## config.mk

```make
export PLATFORM = sky130hd
export DESIGN_NAME = smem_burst_rd
export DESIGN_NICKNAME = d
export VERILOG_FILES = /design/src/rtl/smem_burst_pkg.sv /design/src/rtl/smem_delay_cnt.sv /design/src/rtl/smem_addr_seq.sv /design/src/rtl/smem_clk_gen.sv /design/src/rtl/smem_burst_rd.sv
export SDC_FILE = /design/constraint.sdc
export NUM_CORES = 1
export LEC_CHECK = 0
export ABC_AREA = 1
export CAP_MARGIN = 20
export CORE_MARGIN = 2
export CORE_UTILIZATION = 42
export CTS_BUF_LIST = sky130_fd_sc_hd__clkbuf_4 sky130_fd_sc_hd__clkbuf_8
export DETAILED_ROUTE_END_ITERATION = 8
export GPL_TIMING_DRIVEN = 0
export HOLD_SLACK_MARGIN = 0.08
export PLACE_DENSITY = 0.86
export SYNTH_ARGS = -nofsm -noshare
export SYNTH_HDL_FRONTEND = slang
export SYNTH_SLANG_ARGS = --single-unit
```

## constraint.sdc

```tcl
create_clock -name clk -period 1.4 [get_ports clk]
set_input_delay 0.21 -clock clk [delete_from_list [all_inputs] [get_ports clk]]
set_output_delay 0.21 -clock clk [all_outputs]
set_load 0.03 [all_outputs]
```

## src/rtl/smem_burst_pkg.sv

```systemverilog
package smem_burst_pkg;

    localparam int unsigned IDX_W = 3;

    typedef logic [IDX_W-1:0] beat_idx_t;

    typedef enum logic [1:0] {
        ST_IDLE = 2'd0,
        ST_BEAT = 2'd1,
        ST_TAIL = 2'd2
    } rd_state_e;

    typedef struct packed {
        logic page_en;
        logic burst8;
    } burst_mode_t;

    // Index of the final beat of a burst for a given mode.
    function automatic beat_idx_t last_beat_idx(burst_mode_t m);
        if (!m.page_en) begin
            return beat_idx_t'(0);
        end else if (m.burst8) begin
            return beat_idx_t'(7);
        end
        return beat_idx_t'(3);
    endfunction

endpackage

```

## src/rtl/smem_delay_cnt.sv

```systemverilog
module smem_delay_cnt #(
    parameter int unsigned TW = 4
) (
    input  logic          clk,
    input  logic          rst,
    input  logic          load,
    input  logic [TW-1:0] load_val,
    input  logic          run,
    output logic          expire
);
    localparam logic [TW-1:0] ONE = TW'(1);

    logic [TW-1:0] cnt;
    logic [TW-1:0] eff_val;

    assign eff_val = (load_val == '0) ? ONE : load_val;

    always_ff @(posedge clk) begin
        if (rst) begin
            cnt <= '0;
        end else if (load) begin
            cnt <= eff_val;
        end else if (run && cnt > ONE) begin
            cnt <= cnt - ONE;
        end
    end

    assign expire = run && (cnt == ONE);

    AST_CNT_ARMED: assert property (@(posedge clk) disable iff (rst)
        run |-> (cnt != '0));

    AST_CNT_HOLDS_AT_ONE: assert property (@(posedge clk) disable iff (rst)
        (run && !load && cnt == ONE) |=> (cnt == ONE));

endmodule

```

## src/rtl/smem_addr_seq.sv

```systemverilog
module smem_addr_seq
    import smem_burst_pkg::*;
#(
    parameter int unsigned AW = 8
) (
    input  logic          clk,
    input  logic          rst,
    input  logic          load,
    input  logic [AW-1:0] start_addr,
    input  beat_idx_t     last_idx_in,
    input  logic          step,
    output logic [AW-1:0] addr,
    output logic          last_beat
);
    beat_idx_t idx;
    beat_idx_t last_idx_q;

    always_ff @(posedge clk) begin
        if (rst) begin
            addr       <= '0;
            idx        <= '0;
            last_idx_q <= '0;
        end else if (load) begin
            addr       <= start_addr;
            idx        <= '0;
            last_idx_q <= last_idx_in;
        end else if (step) begin
            addr <= addr + AW'(1);
            idx  <= idx + beat_idx_t'(1);
        end
    end

    assign last_beat = (idx == last_idx_q);

    AST_ADDR_INCR: assert property (@(posedge clk) disable iff (rst)
        (step && !load) |=> (addr == AW'($past(addr) + AW'(1))));

    AST_IDX_BOUND: assert property (@(posedge clk) disable iff (rst)
        idx <= last_idx_q);

endmodule

```

## src/rtl/smem_clk_gen.sv

```systemverilog
module smem_clk_gen #(
    parameter int unsigned MCLK_HALF = 2
) (
    input  logic clk,
    input  logic rst,
    input  logic sync_en,
    output logic mclk
);
    generate
        if (MCLK_HALF <= 1) begin : g_toggle
            always_ff @(posedge clk) begin
                if (rst || !sync_en) begin
                    mclk <= 1'b0;
                end else begin
                    mclk <= ~mclk;
                end
            end
        end else begin : g_div
            localparam int unsigned CW = $clog2(MCLK_HALF);
            localparam logic [CW-1:0] TOP = CW'(MCLK_HALF - 1);
            logic [CW-1:0] cnt;
            always_ff @(posedge clk) begin
                if (rst || !sync_en) begin
                    cnt  <= '0;
                    mclk <= 1'b0;
                end else if (cnt == TOP) begin
                    cnt  <= '0;
                    mclk <= ~mclk;
                end else begin
                    cnt <= cnt + CW'(1);
                end
            end
        end
    endgenerate

    AST_MCLK_PARKED: assert property (@(posedge clk) disable iff (rst)
        !sync_en |=> !mclk);

endmodule

```

## src/rtl/smem_burst_rd.sv

```systemverilog
module smem_burst_rd
    import smem_burst_pkg::*;
#(
    parameter int unsigned AW        = 8,
    parameter int unsigned DW        = 16,
    parameter int unsigned TW        = 4,
    parameter int unsigned MCLK_HALF = 2
) (
    input  logic          clk,
    input  logic          rst,
    input  logic          cfg_sync_en,
    input  logic          req_valid,
    output logic          req_ready,
    input  logic [AW-1:0] req_addr,
    input  logic          req_page_en,
    input  logic          req_burst8,
    input  logic [TW-1:0] req_t_init,
    input  logic [TW-1:0] req_t_beat,
    output logic [AW-1:0] mem_addr,
    output logic          mem_cs_n,
    output logic          mem_oe_n,
    output logic          mem_clk,
    input  logic [DW-1:0] mem_rdata,
    output logic          rsp_valid,
    output logic [DW-1:0] rsp_data,
    output logic          burst_done
);
    rd_state_e     state;
    burst_mode_t   req_mode;
    logic [TW-1:0] t_beat_q;
    logic          accept;
    logic          capture;
    logic          last_beat;
    logic          expire;
    logic          cnt_load;
    logic [TW-1:0] cnt_val;

    assign req_ready = (state == ST_IDLE);
    assign accept    = req_valid && req_ready;
    assign capture   = (state == ST_BEAT) && expire;
    assign req_mode  = '{page_en: req_page_en, burst8: req_burst8};
    assign cnt_load  = accept || (capture && !last_beat);
    assign cnt_val   = accept ? req_t_init : t_beat_q;

    smem_delay_cnt #(.TW(TW)) u_delay (
        .clk      (clk),
        .rst      (rst),
        .load     (cnt_load),
        .load_val (cnt_val),
        .run      (state == ST_BEAT),
        .expire   (expire)
    );

    smem_addr_seq #(.AW(AW)) u_addr (
        .clk         (clk),
        .rst         (rst),
        .load        (accept),
        .start_addr  (req_addr),
        .last_idx_in (last_beat_idx(req_mode)),
        .step        (capture && !last_beat),
        .addr        (mem_addr),
        .last_beat   (last_beat)
    );

    smem_clk_gen #(.MCLK_HALF(MCLK_HALF)) u_mclk (
        .clk     (clk),
        .rst     (rst),
        .sync_en (cfg_sync_en),
        .mclk    (mem_clk)
    );

    always_ff @(posedge clk) begin
        if (rst) begin
            state    <= ST_IDLE;
            t_beat_q <= '0;
            mem_cs_n <= 1'b1;
            mem_oe_n <= 1'b1;
        end else begin
            unique case (state)
                ST_IDLE: begin
                    if (accept) begin
                        state    <= ST_BEAT;
                        t_beat_q <= req_t_beat;
                        mem_cs_n <= 1'b0;
                        mem_oe_n <= 1'b0;
                    end
                end
                ST_BEAT: begin
                    if (capture && last_beat) begin
                        state <= ST_TAIL;
                    end
                end
                ST_TAIL: begin
                    state    <= ST_IDLE;
                    mem_cs_n <= 1'b1;
                    mem_oe_n <= 1'b1;
                end
                default: state <= ST_IDLE;
            endcase
        end
    end

    always_ff @(posedge clk) begin
        if (rst) begin
            rsp_valid  <= 1'b0;
            rsp_data   <= '0;
            burst_done <= 1'b0;
        end else begin
            rsp_valid  <= capture;
            burst_done <= (state == ST_TAIL);
            if (capture) begin
                rsp_data <= mem_rdata;
            end
        end
    end

    AST_ACCEPT_SELECTS: assert property (@(posedge clk) disable iff (rst)
        (req_valid && req_ready) |=> (!mem_cs_n && !mem_oe_n));

    AST_CS_OE_PAIR: assert property (@(posedge clk) disable iff (rst)
        mem_cs_n == mem_oe_n);

    AST_BUSY_NOT_READY: assert property (@(posedge clk) disable iff (rst)
        !mem_cs_n |-> !req_ready);

    AST_VALID_IN_BURST: assert property (@(posedge clk) disable iff (rst)
        rsp_valid |-> !mem_cs_n);

    AST_DONE_RELEASE: assert property (@(posedge clk) disable iff (rst)
        burst_done |-> $rose(mem_cs_n));

endmodule

```

==> results.toml <==
[route]
wl_per_cell_um = 12.9
drt_iter0_markers = 136
drc_errors = 0
drt-vias-per-instance = 5.02
drt_pass1_iterations = 6
route.vias.total = 2129
drt_wl_total_um = 5480
ant_nets = 0

[worst_setup_path]
cp_num_cells = 10
arrival_ns = 1.60
crit_type = "register to register"
cp_num_buf_inv = 2
worstReg2RegEnd = "u_addr.addr[6]"
cp-start-kind = "register"
timing.rr.start = "u_delay.cnt[1]"
endpoint_kind = "register"
ff2ff_setup_slack_ns = 0.005
cpLargestDelayFamily = "simple AND/OR/NAND/NOR gates"
required_ns = 1.60
reg2reg_depth = 10
cp_slowest_cell = "dfxtp_2"
cp_cell_sequence = "inv_2 -> ha_4 -> nand2_4 -> nor2_8 -> nand2_8 -> nand2_8 -> buf_8 -> nand2_4 -> a21oi_2 -> nor2_1"
cp_slowest_stage_delay_ns = 0.33
cp_max_fo = 6

[cells_and_area]
register_area_um2 = 891
layout.cells.non_filler = 424
drive_above_1_share = 0.197
n_antenna_cell = 0
fin_nets = 411
n_fill_cell = 400
fin_area_um2 = 3100
multi_input_area_um2 = 1090
area_delta_synth_final_pct = 51.6

[sta]
setup_viol = 0
finalHoldWorstSlack_ns = 0.454
relSlewSlack = 0.766
tightest_slew_ns = 0.350
fin_skew_ns = 0.0108
clock.fmax_mhz = 717
fin_ws_ns = 0.00488
fin_crit_sh = 0.997
hold_viol = 0
period_needed_ns = 1.40
drv_slew = 0
grt_setup_unrepaired = "yes"

[global_route]
met2_usage = 0.344
grt_use_total = 0.207
grt_pass1_vias = 1933
grt_max_degree = 17
use_met1 = 0.251
gr-total-overflow = 0
antenna_found_initial = 0
grt_pass1_wl_um = 8650
met3_usage = 0.0686
grt_busiest_layer = "met2"

[hold_path]
holdPathStages = 1
hp-class = "register to register"
hold_start = "u_mclk.g_div.cnt"
min_to = "u_mclk.g_div.cnt"

[logic_synthesis]
yosysWarnings = 0
netlist_top_cells_area = "dfxtp_1 43%, nand2_1 11%, nor2_1 11%"
synthCells = 282
yosysSeqAreaShare = 0.431
ys_types = 31
syn_nets = 324
syn_area_um2 = 2040
synth_top_cell_area_share = 0.431
yosys.area.top_type = "dfxtp_1"
syn_avg_cell_area_um2 = 7.24
ys_seq_elements = 44

[cts]
clock_latency_ns = 0.30
clkSinkCount = 44
clockRootBuffer = "clkbuf_8"
tritoncts = "built"
htreeDepth = 2
cts_buffers = 5
clk_pin_slew_worst_paths_ns = 0.09
clock_path_buffers = 2

[power]
p_per_area_nw_per_um2 = 1050
p_leak_uw = 0.00145
ir_drop_uv = 583

[die]
rows = 25
die_area_um2 = 5440
fp.coreArea_um2 = 4690
ios = 68
initial_core_util = 0.435
die_h_um = 73.7
die_x_um = 73.7

[run]
drv_cap = 0

[placement]
place_inst = 403
port_buffers = 67
place_hpwl_um = 3640
place_ws_ns = -0.283
gp_congestion = 0.868
place_area_um2 = 2790

[status]
status = "finished, final reports clean"
## sequential cells by signal, indices dropped and copies added (netlist names)
signal and flops:
u_addr.addr 8, u_delay.cnt 4, state 2, u_mclk.mclk 1, u_addr.idx 3, burst_done 1
rsp_valid 1, mem_oe_n 1, t_beat_q 4, rsp_data 16, u_addr.last_idx_q 2, u_mclk.g_div.cnt 1
## power by group
| group | leakage [uW] | switching (uW) | total, uW | internal [uW] |
|---|---|---|---|---|
| combinational | 0.00103 | 468 | 844 | 376 |
| sequential | 0.000362 | 73.6 | 1410 | 1340 |
| clock | 0.0000583 | 470 | 1010 | 538 |
## area by class of cell
| type | count | share of cell area |
|---|---|---|
| buffer | 9 | 0.0218 |
| clock buffer | 5 | 0.0222 |
| clock inverter | 3 | 0.0154 |
| inverter | 22 | 0.0303 |
| multi-input combinational | 206 | 0.352 |
| sequential | 44 | 0.288 |
| tap | 54 | 0.0218 |
| timing repair buffer | 81 | 0.249 |
## per-stage QoR
stage | total power (uW) | utilization | setup TNS, ns
2_1_floorplan | 1900 | - | 0
3_3_place_gp | 2180 | 0.595 | -7.61
3_5_place_dp | 2200 | 0.595 | -7.99
4_1_cts | 3220 | 0.642 | -0.0525
5_1_grt | 3420 | 0.660 | -0.941
6_report | 3260 | 0.660 | 0
## cells in the final DEF, fill, tap and decap left out, types with 3 or more instances in the layout
cell / count
a21oi_1: 6
a21oi_2: 6
buf_4: 15
clkbuf_2: 3
clkbuf_8: 5
clkdlybuf4s50_1: 37
dfxtp_1: 36
dfxtp_2: 8
dlygate4sd2_1: 27
inv_1: 14
inv_2: 5
nand2_1: 59
nand2_2: 4
nand2_4: 4
nand3_1: 10
nand4_1: 5
nor2_1: 57
o21ai_0: 24
o21ai_1: 7
## cell usage after synthesis
cell type / count
buf_2: 4
inv_1: 17
nand3_1: 11
a211o_1: 1
ha_1: 4
xor2_1: 1
and3_1: 1
buf_8: 1
buf_1: 1
inv_2: 5
a21oi_2: 4
nand2_1: 62
o21ai_1: 6
xnor2_1: 2
a22o_1: 1
buf_6: 1
a21oi_1: 8
nand2_4: 3
nand3b_1: 1
nor2_4: 2
dfxtp_1: 44
a32o_1: 1
nor2_1: 59
nor2_8: 1
buf_4: 1
nand2_2: 4
clkbuf_1: 2
nand4_1: 5
o21ai_2: 1
nor3_1: 2
o21ai_0: 26
## worst max-delay path by stage
| stage | start | to | slack, ns |
|---|---|---|---|
| 6_report | u_delay.cnt[1] | u_addr.addr[6] | 0.005 |
| 5_1_grt | state[0] | u_delay.cnt[0] | -0.08 |
| 4_1_cts | state[0] | u_delay.cnt[0] | -0.03 |
| 3_5_place_dp | rst | rsp_data[13] | -0.28 |
| 3_3_place_gp | rst | rsp_data[11] | -0.28 |
| 2_1_floorplan | u_addr.addr[1] | u_addr.addr[6] | 0.0006 |
## per-layer routing
| layer | part of all wire | up-vias |
|---|---|---|
| li1 | - | 1079 |
| met1 | 0.41 | 958 |
| met2 | 0.48 | 81 |
| met3 | 0.092 | 11 |
| met4 | 0.017 | 0 |
| met5 | 0 | - |
## kinds of logic after synthesis
family          synth area share
xor+xnor                  0.0129
compound gates             0.133
simple gates               0.326
buf+inv                   0.0723
fa+ha+maj                 0.0245
flops                      0.431
## repair_timing
item	in CTS	in global routing
pin swaps	7	11
hold buffers	0	0
endpoints found under the setup margin	52	37
hold endpoints to repair	0	0
resized for setup	40	31
buffers inserted	10	3
gates cloned	1	0
(Power assumes the default switching activity.)
